$ cat config.mk
export PLATFORM = sky130hd
export DESIGN_NAME = freq_meter
export DESIGN_NICKNAME = d
export VERILOG_FILES = /design/src/rtl/freq_meter.sv
export SDC_FILE = /design/constraint.sdc
export NUM_CORES = 1
export LEC_CHECK = 0
export CORE_MARGIN = 4
export CORE_UTILIZATION = 60
export DETAILED_ROUTE_END_ITERATION = 8
export PLACE_DENSITY = 0.8
export RECOVER_POWER = 100
export SLEW_MARGIN = 0
export SYNTH_ARGS = -nofsm -noshare
export SYNTH_HDL_FRONTEND = slang
export SYNTH_SLANG_ARGS = --single-unit
$ cat constraint.sdc
create_clock -name clk -period 8 [get_ports clk]
set_input_delay 1.6 -clock clk [delete_from_list [all_inputs] [get_ports clk]]
set_output_delay 1.6 -clock clk [all_outputs]
set_load 0.005 [all_outputs]
$ cat src/rtl/freq_meter.sv
module freq_meter #(
  parameter int CNT_W    = 24,
  parameter int REF_DIV  = 40,
  parameter int TICK_DIV = 200000,
  parameter int TB_W     = 16
) (
  input  logic             clk,
  input  logic             rst_n,
  input  logic [2:0]       mode,
  input  logic             arm,
  input  logic             z_invert,
  input  logic [TB_W-1:0]  timebase,
  input  logic             in_a,
  input  logic             in_b,
  input  logic             in_z,
  output logic [CNT_W-1:0] stored_count,
  output logic [1:0]       update_tag,
  output logic             zero_freq,
  output logic [2:0]       raw_status
);

  localparam logic [CNT_W-1:0] CNT_MAX = '1;
  localparam int REF_W  = $clog2(REF_DIV + 1);
  localparam int TICK_W = $clog2(TICK_DIV + 1);
  localparam logic [2:0] M_SINGLE = 3'd5;
  localparam logic [2:0] M_CONT   = 3'd6;
  localparam logic [2:0] M_RATE   = 3'd7;

  logic [2:0]       sync1, sync2;
  logic             gate_d, a_d;
  logic [2:0]       mode_q;
  logic [REF_W-1:0] ref_cnt;
  logic [TICK_W-1:0] pre;
  logic [TB_W-1:0]  iv_cnt;
  logic [CNT_W-1:0] live;
  logic             measuring, armed, zf_q;

  wire gate      = sync2[2] ^ z_invert;
  wire g_rise    = gate & ~gate_d;
  wire g_fall    = ~gate & gate_d;
  wire a_rise    = sync2[0] & ~a_d;
  wire clr       = mode != mode_q;
  wire per_mode  = (mode == M_SINGLE) || (mode == M_CONT);
  wire rate_mode = mode == M_RATE;
  wire ref_tick  = ref_cnt == REF_W'(REF_DIV - 1);
  wire ms_tick   = rate_mode && (pre == TICK_W'(TICK_DIV - 1));
  wire start     = per_mode && g_rise && ((mode == M_CONT) || armed);
  wire cnt_en    = per_mode ? (ref_tick && gate && (measuring || start)) : (rate_mode && a_rise);
  wire [CNT_W-1:0] live_inc = (live == CNT_MAX) ? live : live + CNT_W'(cnt_en);
  wire iv_end    = ms_tick && ((TB_W+1)'(iv_cnt) + (TB_W+1)'(1) >= (TB_W+1)'(timebase));
  wire latch     = (per_mode && measuring && g_fall) || (rate_mode && iv_end);

  assign raw_status = sync2;
  assign zero_freq  = zf_q && (per_mode || rate_mode);

  always_ff @(posedge clk or negedge rst_n) begin
    if (!rst_n) begin
      sync1 <= '0; sync2 <= '0; gate_d <= 1'b0; a_d <= 1'b0;
      ref_cnt <= '0;
      mode_q <= '0;
    end else begin
      sync1   <= {in_z, in_b, in_a};
      sync2   <= sync1;
      gate_d  <= gate;
      a_d     <= sync2[0];
      ref_cnt <= ref_tick ? '0 : ref_cnt + REF_W'(1);
      mode_q  <= mode;
    end
  end

  always_ff @(posedge clk or negedge rst_n) begin
    if (!rst_n) begin
      live <= '0; measuring <= 1'b0; armed <= 1'b0; zf_q <= 1'b0;
      pre <= '0; iv_cnt <= '0;
      stored_count <= '0; update_tag <= '0;
    end else if (clr) begin
      live <= '0; measuring <= 1'b0; armed <= 1'b0; zf_q <= 1'b0;
      pre <= '0; iv_cnt <= '0;
    end else begin
      if (mode == M_SINGLE && arm) armed <= 1'b1;
      if (rate_mode) pre <= ms_tick ? '0 : pre + TICK_W'(1);
      if (ms_tick)   iv_cnt <= iv_end ? '0 : iv_cnt + TB_W'(1);
      if (latch) begin
        stored_count <= live_inc;
        update_tag   <= update_tag + 2'd1;
        live         <= '0;
        measuring    <= 1'b0;
        zf_q         <= (live_inc == CNT_MAX) || (live_inc == '0);
      end else begin
        live <= live_inc;
        if (live_inc == CNT_MAX) zf_q <= 1'b1;
        if (start) begin
          measuring <= 1'b1;
          armed     <= 1'b0;
        end
      end
    end
  end

  assert_tag_step_R5: assert property (@(posedge clk) disable iff (!rst_n)
    !$stable(update_tag) |-> (update_tag == $past(update_tag) + 2'd1));

  assert_result_hold_R5: assert property (@(posedge clk) disable iff (!rst_n)
    $stable(update_tag) |-> $stable(stored_count));

  assert_sat_flag_R3: assert property (@(posedge clk) disable iff (!rst_n)
    (per_mode && !clr && measuring && gate && live == CNT_MAX) |=> zf_q);

  assert_no_unarmed_start_R6: assert property (@(posedge clk) disable iff (!rst_n)
    (mode == M_SINGLE && !clr && g_rise && !armed && !measuring) |=> !measuring);

  assert_empty_interval_R4: assert property (@(posedge clk) disable iff (!rst_n)
    (rate_mode && !clr && iv_end && live_inc == '0) |=> zf_q);

endmodule

==> impl_results.md <==
- Status: finished with violations
- CP Launch Type: flip-flop
- Hold WS: about 0.36 ns
- Top-area cell type share of the netlist area: between 40% and 50%
- Cell row count: 34
- Syn Inst Count: roughly 580
- Syn avg cell area: roughly 9.5 um2
- Comb pwr share: 5.3%
- Seq/Total Area, Yosys: a little under half
- Critical Path AT: 6.02 ns
- CTS Buffer Depth: 2
- Static Leakage: between 2 and 3 nW
- Failing checks: max-capacitance violations, max-slew violations
- Core area: 8760 um2
- Synth top area cells: dfrtp_1 (48%), xnor2_1 (6.4%), nor2_1 (5.7%)
- Endpoints failing setup: 0
- Final min period: 5.77 ns
- Pwr/cell area: between 100 and 150 nW/um2
- Share of cells above drive strength 1: ~4.6%
- Largest net degree at the start of global routing: 82
- I/O Buffers: 55
- HPWL after DPL: 8970 um
- Crit Path Max Fanout: 48
- Ant. Diodes: 0
- Hold buffer count at cts: 0
- Critical Path Sink Type: flip-flop
- Met1 wire length: approximately 5300 um
- CTS tree: built
- Wirelength, routed: between 10000 and 15000 um
- Final layout net count: about 670
- Max Freq: approximately 170 MHz
- Clock slew at reported path FFs: roughly 0.11 ns
- Global route total overflow: 0
- Pint: approximately 0.67 mW
- Worst Setup Slack, final: approximately 2.2 ns
- TNS Setup: 0 ns
- Syn_nets: 623
- Post-cts sizing count: 0
- Die height: 103 um
- Relative slew margins: -98.7%
- Ports: between 50 and 60
- Post-synthesis cell area: 5440 um2
- First-pass GRT wire length: around 20000 um
- Post-CTS setup buffer count: 0
- Dpl cell area: slightly above 6000 um2
- DR WL/cell: 16.7 um
- Total GRT Usage: about a quarter
- CTS Root Buffer Type: clkbuf_8
- Antenna violations before repair: 0
- H-tree depth: 3
- Skew final: 0.0122 ns
- Antenna-violating nets left: 0
- Sw power: 0.220 mW
- Switching share of power: approximately a quarter
- Hold crit path type: reg2reg
- Initial DRC Count: 200
- DR top layer: met4
- Yosys warns: 0
- Vias in the first global route: between 4000 and 5000
- P&R area growth vs syn: 14.3%
- Kind of critical path: reg2reg
- Least-Margin Pin Slew: around 3 ns
- Total CTS buffers: 9
- DRC errors left: 0
- Yosys reg bits: roughly 100
- Max-slew violations: 49
- Clk Latency, worst-skew pair: about 0.37 ns
- Die ar.: roughly 11000 um2
- DIE WIDTH: approximately 100 um
- Critical path required time: about 8.3 ns
- Distinct cells, synth: 55
- Via count: around 4400
- Post-synth top area cell: dfrtp_1
- Clock Power Share: a little over a third
- Maxcap violations: 1
- Met3 Wirelength: approximately 440 um
- Final instance area: between 6000 and 7000 um2
- Via density: between 5 and 6
- Fin crit share: 72.1%
- RSZ-0062 raised after global routing: no
- Register share of total power: between 50% and 60%
- Number of flops mapped to enable cells by yosys: 0
- Routed wl met2: 6260 um
- Hold Violations, Final: 0
- Worst reg-to-reg setup slack: between 2 and 2.5 ns
- Predominant post-synthesis flop cell: dfrtp_1
- Starting Density: roughly 62%
- Async S/R FF share, synth: 100%
- Total power: 0.894 mW
- Peak VDD IR: 103 uV
- Routability cong.: roughly 0.87
- Sink Count: 104
- Placement Setup Slack: approximately 2.7 ns
- First-pass detailed-route iteration total: 4
## power by group through the flow
stage / clock (mW) / sequential, mW / combinational (mW)
finish: 0.316 / 0.531 / 0.0472
global route: 0.346 / 0.531 / 0.0532
CTS: 0.325 / 0.531 / 0.0500
global placement: 0 / 0.541 / 0.0487
detailed placement: 0 / 0.541 / 0.0498
floorplan: 0 / 0.541 / 0.0183
## routing by layer
metal | GRT usage [%] | vias up
met4 | 9.66 | 0
met2 | 41.7 | 104
li1 | - | 2123
met1 | 30.7 | 2162
met3 | 4.16 | 26
met5 | 0 | -
## logic make-up (layout without fill, tap and decap cells)
group	after synthesis	after routing	synth area share (%)
XOR/XNOR	55	55	8.85
flip-flops	104	104	47.8
multiplexers	4	4	0.759
buffers and inverters	46	99	3.36
AND/OR/NAND/NOR	246	246	23.2
adder cells (fa/ha/maj)	22	22	5.06
AO/OA/AOI/OAI	98	98	10.9
## worst max-delay path, cell delays in order, from the launching register on
cell and delay (ns):
dfrtp_1 0.42, ha_1 0.26, nand4_1 0.19, nor3b_1 0.58
nand4_1 0.26, xnor2_1 0.18, ha_1 0.29, nand3_1 0.10
nor2_1 0.17, o311ai_0 0.17, nand4_1 0.19, a21oi_1 0.15
nor2_1 2.19, mux2_2 0.48
## metrics by stage
stage	util, %	std cells
2_1_floorplan	-	575
3_5_place_dp	69.1	720
3_3_place_gp	69.1	720
5_1_grt	71.0	736
4_1_cts	71.3	736
6_report	71.0	736
## final cells by class
| type | count | area [um2] |
|---|---|---|
| clock buffers | 10 | 138 |
| clock inverters | 6 | 51.3 |
| fillers | 705 | 2540 |
| inverters | 27 | 101 |
| multi-input cells | 425 | 2640 |
| flip-flops and latches | 104 | 2600 |
| well taps | 108 | 135 |
| repair buffers | 56 | 552 |
## cells in the mapped netlist, drive strengths merged, types with 7 or more instances
cell    count
a21oi      41
a22o        7
and3       15
clkbuf     13
dfrtp     104
ha         22
inv        27
nand2      32
nand3      36
nand4      18
nor2       83
nor2b       8
nor3       14
nor4       10
o21ai      25
or3         9
xnor2      40
xor2       15
## placed cells by master (no fill, tap or decap), drive strengths merged, types with 11 or more instances in the layout
| cell | n |
|---|---|
| dlygate4sd3 | 37 |
| dfrtp | 104 |
| nor2 | 83 |
| a21oi | 41 |
| nand2 | 32 |
| nand3 | 36 |
| nand4 | 18 |
| nor3 | 14 |
| xor2 | 15 |
| clkbuf | 11 |
| and3 | 15 |
| xnor2 | 40 |
| o21ai | 25 |
| ha | 22 |
| inv | 30 |
| clkdlybuf4s50 | 17 |
## state kept, by name, indices dropped and copies added (netlist names), 2 cells and up
name / flops
ref_cnt: 6
pre: 18
stored_count: 24
update_tag: 2
mode_q: 3
raw_status: 3
live: 24
iv_cnt: 16
sync1: 3
## worst paths after layout
path / start / to / cells past startpoint
max: iv_cnt[0] / stored_count[10] / 13
max reg2reg: iv_cnt[0] / stored_count[10] / 13
min in group asynchronous: rst_n / stored_count[3] / 1
min: sync1[0] / raw_status[0] / 0
max in group asynchronous: rst_n / raw_status[2] / 2
min reg2reg: sync1[0] / raw_status[0] / 0
Note: power is estimated with default switching activity, not from simulation.
